$ cat src/rtl/trig_gate.sv
module trig_gate #(
  parameter int N_SRC = 4,
  parameter int N_BUSY = 7,
  parameter logic [N_SRC-1:0] SRC_EN = '1,
  parameter int PULSE_DIV = 4000,
  parameter int TEN_DIV = 1000,
  parameter int ONE_DIV = 10
) (
  input  logic              clk,
  input  logic              rst_n,
  input  logic              go_i,
  input  logic [N_SRC-1:0]  src_i,
  input  logic [N_BUSY-1:0] busy_i,
  input  logic              clr_busy_i,
  input  logic              mod_clr_i,
  output logic              raw_trig_o,
  output logic              live_trig_o,
  output logic              raw_pls_o,
  output logic              live_pls_o,
  output logic              tick10_o,
  output logic              tick1_o
);
  localparam int PW = $clog2(PULSE_DIV + 1);
  localparam int TW = $clog2(TEN_DIV + 1);
  localparam int OW = $clog2(ONE_DIV + 1);

  logic [N_SRC-1:0]  s1, s2, s3;
  logic [N_BUSY-1:0] b1, b2;
  logic              busy_q;
  logic [PW-1:0]     pcnt;
  logic [TW-1:0]     tcnt;
  logic [OW-1:0]     ocnt;

  wire [N_SRC-1:0] rise = s2 & ~s3 & SRC_EN;
  wire fire      = go_i & (|rise);
  wire veto      = ~go_i | busy_q | (|b2);
  wire live_next = fire & ~veto;
  wire pls_hit   = (pcnt == PW'(PULSE_DIV - 1));
  wire ten_hit   = pls_hit & (tcnt == TW'(TEN_DIV - 1));
  wire one_hit   = ten_hit & (ocnt == OW'(ONE_DIV - 1));

  always_ff @(posedge clk or negedge rst_n) begin
    if (!rst_n) begin
      s1 <= '0; s2 <= '0; s3 <= '0;
      b1 <= '0; b2 <= '0;
    end else begin
      s1 <= src_i; s2 <= s1; s3 <= s2;
      b1 <= busy_i; b2 <= b1;
    end
  end

  always_ff @(posedge clk or negedge rst_n) begin
    if (!rst_n) busy_q <= 1'b0;
    else        busy_q <= live_next | (busy_q & ~(clr_busy_i | mod_clr_i));
  end

  always_ff @(posedge clk or negedge rst_n) begin
    if (!rst_n) begin
      pcnt <= '0; tcnt <= '0; ocnt <= '0;
    end else if (mod_clr_i) begin
      pcnt <= '0; tcnt <= '0; ocnt <= '0;
    end else begin
      pcnt <= pls_hit ? '0 : pcnt + 1'b1;
      if (pls_hit) tcnt <= ten_hit ? '0 : tcnt + 1'b1;
      if (ten_hit) ocnt <= one_hit ? '0 : ocnt + 1'b1;
    end
  end

  always_ff @(posedge clk or negedge rst_n) begin
    if (!rst_n) begin
      raw_trig_o <= 1'b0; live_trig_o <= 1'b0;
      raw_pls_o  <= 1'b0; live_pls_o  <= 1'b0;
      tick10_o   <= 1'b0; tick1_o     <= 1'b0;
    end else begin
      raw_trig_o  <= fire;
      live_trig_o <= live_next;
      raw_pls_o   <= pls_hit & ~mod_clr_i;
      live_pls_o  <= pls_hit & ~mod_clr_i & ~veto;
      tick10_o    <= ten_hit & ~mod_clr_i;
      tick1_o     <= one_hit & ~mod_clr_i;
    end
  end
endmodule

$ cat config.mk
export PLATFORM = sky130hd
export DESIGN_NAME = trig_gate
export DESIGN_NICKNAME = d
export VERILOG_FILES = /design/src/rtl/trig_gate.sv
export SDC_FILE = /design/constraint.sdc
export NUM_CORES = 1
export LEC_CHECK = 0
export ABC_AREA = 1
export CORE_MARGIN = 2
export CORE_UTILIZATION = 41
export CTS_CLUSTER_DIAMETER = 30
export DETAILED_ROUTE_END_ITERATION = 10
export SLEW_MARGIN = 20
export SYNTH_ARGS = -nofsm -noshare
export SYNTH_HDL_FRONTEND = slang
export SYNTH_SLANG_ARGS = --single-unit
$ cat constraint.sdc
create_clock -name clk -period 4.1 [get_ports clk]
set_input_delay 0.41 -clock clk [delete_from_list [all_inputs] [get_ports clk]]
set_output_delay 0.41 -clock clk [all_outputs]
set_load 0.005 [all_outputs]
==> impl_metrics.toml <==
[grt]
grt_start_max_net_pins = 31
grtUsageTotal = 0.1542
grt_pass1_wl_um = 7562
antenna_found_initial = 0
overflow = 0
first_global_vias = 1652

[clocking]
postCtsSetupBuffers = 0
htreeDepth = 3
clockRootBuffer = "clkbuf_8"
tritoncts = "yes"
cts-resized-gates = 0
cts_hold_buf = 0
clk_pin_slew_ns = 0.07
cts.sinks = 59
clkLatencyLatePin_ns = 0.33
cts_buffers = 9
ctsLongestPathBuffers = 2

[timing]
slew_viol_final = 0
slew_headroom = 0.5874
fin_tns_setup_ns = 0
finalCriticalPeriod_ns = 1.722
fin_crit_sh = 0.4199
tightest_slew_ns = 0.6190
rsz0062_at_grt = "no"
skew_ns = 0.01062
whs_ns = 0.08530
fmax_mhz = 580.9
finalHoldViolations = 0
setup_violations = 0

[die]
coreArea_um2 = 5921
start_util = 0.4256
fp.dieH_um = 82.40
rows = 28
dieArea_um2 = 6789
chipWidth_um = 82.40
ios = 22

[worst_setup_path]
r2r_slack_ns = 2.45
crit_path_start_kind = "input port"
r2r-start = "pcnt[0]$_DFF_PN0_"
worstSetupPathType = "input port to register"
worstPathMaxFanout = 14
crit_required_ns = 4.36
end_kind = "register"
cp-startpoint = "mod_clr_i"
critPathArrivalTime_ns = 1.98

[yosys]
synth.area.top_cells = "dfrtp_1 59%, nand2_1 8.3%, inv_1 5.7%"
avgSynthCellArea_um2 = 9.509
syn_nets = 285
synthTopCellsByCount = "59 x dfrtp_1, 56 x nand2_1, 38 x inv_1, 38 x nor2_1, 11 x nand4_1"
synth_edf_count = 0
synthArstFlopShare = 1.000
synth_top_cell_by_area = "dfrtp_1"
synth-seq-cells = 59
ys_types = 27
synth_cells = 265
yosysWarnings = 0
yosysTopAreaCellShare = 0.5859
synthFlopType = "dfrtp_1"
synth.most_common_cell = "dfrtp_1"
syn_area_um2 = 2520
synth.yosys.seq_area_share = 0.5859

[power_and_ir_drop]
p_per_area_nw_per_um2 = 389.8
ir_drop_uv = 241.9
power_uw = 1168
leakagePower_uw = 0.001402

[final_layout]
fillers = 546
antenna_cells = 0
ff_latch_area_um2 = 1476
nets = 315
multi_input_area_um2 = 867.1
syn2layout_area_growth_pct = 18.87
drive_gt1_frac = 0.1367

[outcome]
status = "completed"

[hold_path]
hp-class = "input port to asynchronous set/reset pin"

[drt]
ant_nets = 0
wl_per_cell_um = 11.26
routed_wl_um = 4224
firstDrtPassIters = 4
drtIter0Drc = 70
viasPerCell = 4.565
drc = 0
vias = 1712

[placement]
place.port_buffers = 21
gp_congestion = 0.8189
hpwl_um = 3043

[run]
cap_violations = 0
==> cell usage in the layout (no fill, tap or decap), drive strengths merged <==
cell | synthesis | routed
o21a | 1 | 1
inv | 40 | 40
o22ai | 2 | 2
xor2 | 5 | 5
bufinv | 0 | 1
nand4 | 11 | 11
a21oi | 5 | 5
nand2 | 59 | 59
dfrtp | 59 | 59
clkinvlp | 0 | 2
nor3 | 4 | 4
clkbuf | 1 | 12
nor3b | 2 | 2
o21ai | 7 | 7
ha | 4 | 4
nand3b | 1 | 1
clkdlybuf4s50 | 0 | 20
clkinv | 0 | 1
buf | 2 | 2
nor2 | 48 | 48
nor4 | 1 | 1
nand3 | 13 | 13
==> through the flow <==
step	utilization	worst slack, ns	cell area [µm²]	cells
2_1_floorplan	-	2.715	2520	265
3_3_place_gp	0.4730	2.081	2800	359
3_5_place_dp	0.4730	2.039	2800	359
4_1_cts	0.5059	2.393	2995	375
5_1_grt	0.5059	2.235	2995	375
6_report	0.5059	2.378	2995	375
==> critical path, stage by stage <==
cell and delay (ns):
clkdlybuf4s50_1 0.49, inv_1 0.40, nand2_4 0.21, inv_2 0.23, o21ai_0 0.12, nor2_1 0.11
==> path summary, 6_finish.rpt <==
| check | to | depth (start not counted) |
|---|---|---|
| min in group clk | s2[2]$_DFF_PN0_ | 0 |
| hold / removal | b1[3]$_DFF_PN0_ | 1 |
| hold reg to reg | s2[2]$_DFF_PN0_ | 0 |
| setup / recovery | pcnt[10]$_DFF_PN0_ | 6 |
| setup reg to reg | pcnt[10]$_DFF_PN0_ | 8 |
| max in group asynchronous | pcnt[10]$_DFF_PN0_ | 2 |
==> state kept, by name (all words and copies together), names as in the netlist <==
register,cells
s1,4
b2,7
s3,4
pcnt,12
b1,7
raw_trig_o,1
live_trig_o,1
raw_pls_o,1
ocnt,4
tcnt,10
tick1_o,1
live_pls_o,1
tick10_o,1
busy_q,1
s2,4
==> cell families after synthesis <==
| group | count (synthesis) | synth area share |
|---|---|---|
| flops | 59 | 0.5859 |
| fa+ha+maj | 4 | 0.01986 |
| simple gates | 139 | 0.2646 |
| buf+inv | 43 | 0.07001 |
| xor+xnor | 5 | 0.01738 |
| compound gates | 15 | 0.04220 |
==> area by class of cell <==
class,instances,area share
repair buffers,22,0.07101
flip-flops and latches,59,0.4929
multi-input cells,163,0.2895
clock inverters,4,0.01671
well taps,75,0.03133
clock buffers,12,0.04845
inverters,40,0.05013
==> power breakdown <==
group / switching, µW / internal, µW
clock: 221 / 296
combinational: 26.7 / 19.9
sequential: 5.45 / 598
total: 253 / 914
==> metal layers <==
metal,vias to the layer above,GRT usage,share of wire,routed length [µm]
met1,798,0.1932,0.48,2025
li1,889,-,-,-
met5,-,0,0,0
met4,0,0.1000,0.018,78
met3,4,0.03913,0.026,110
met2,21,0.2363,0.48,2009
(Power assumes the default switching activity.)
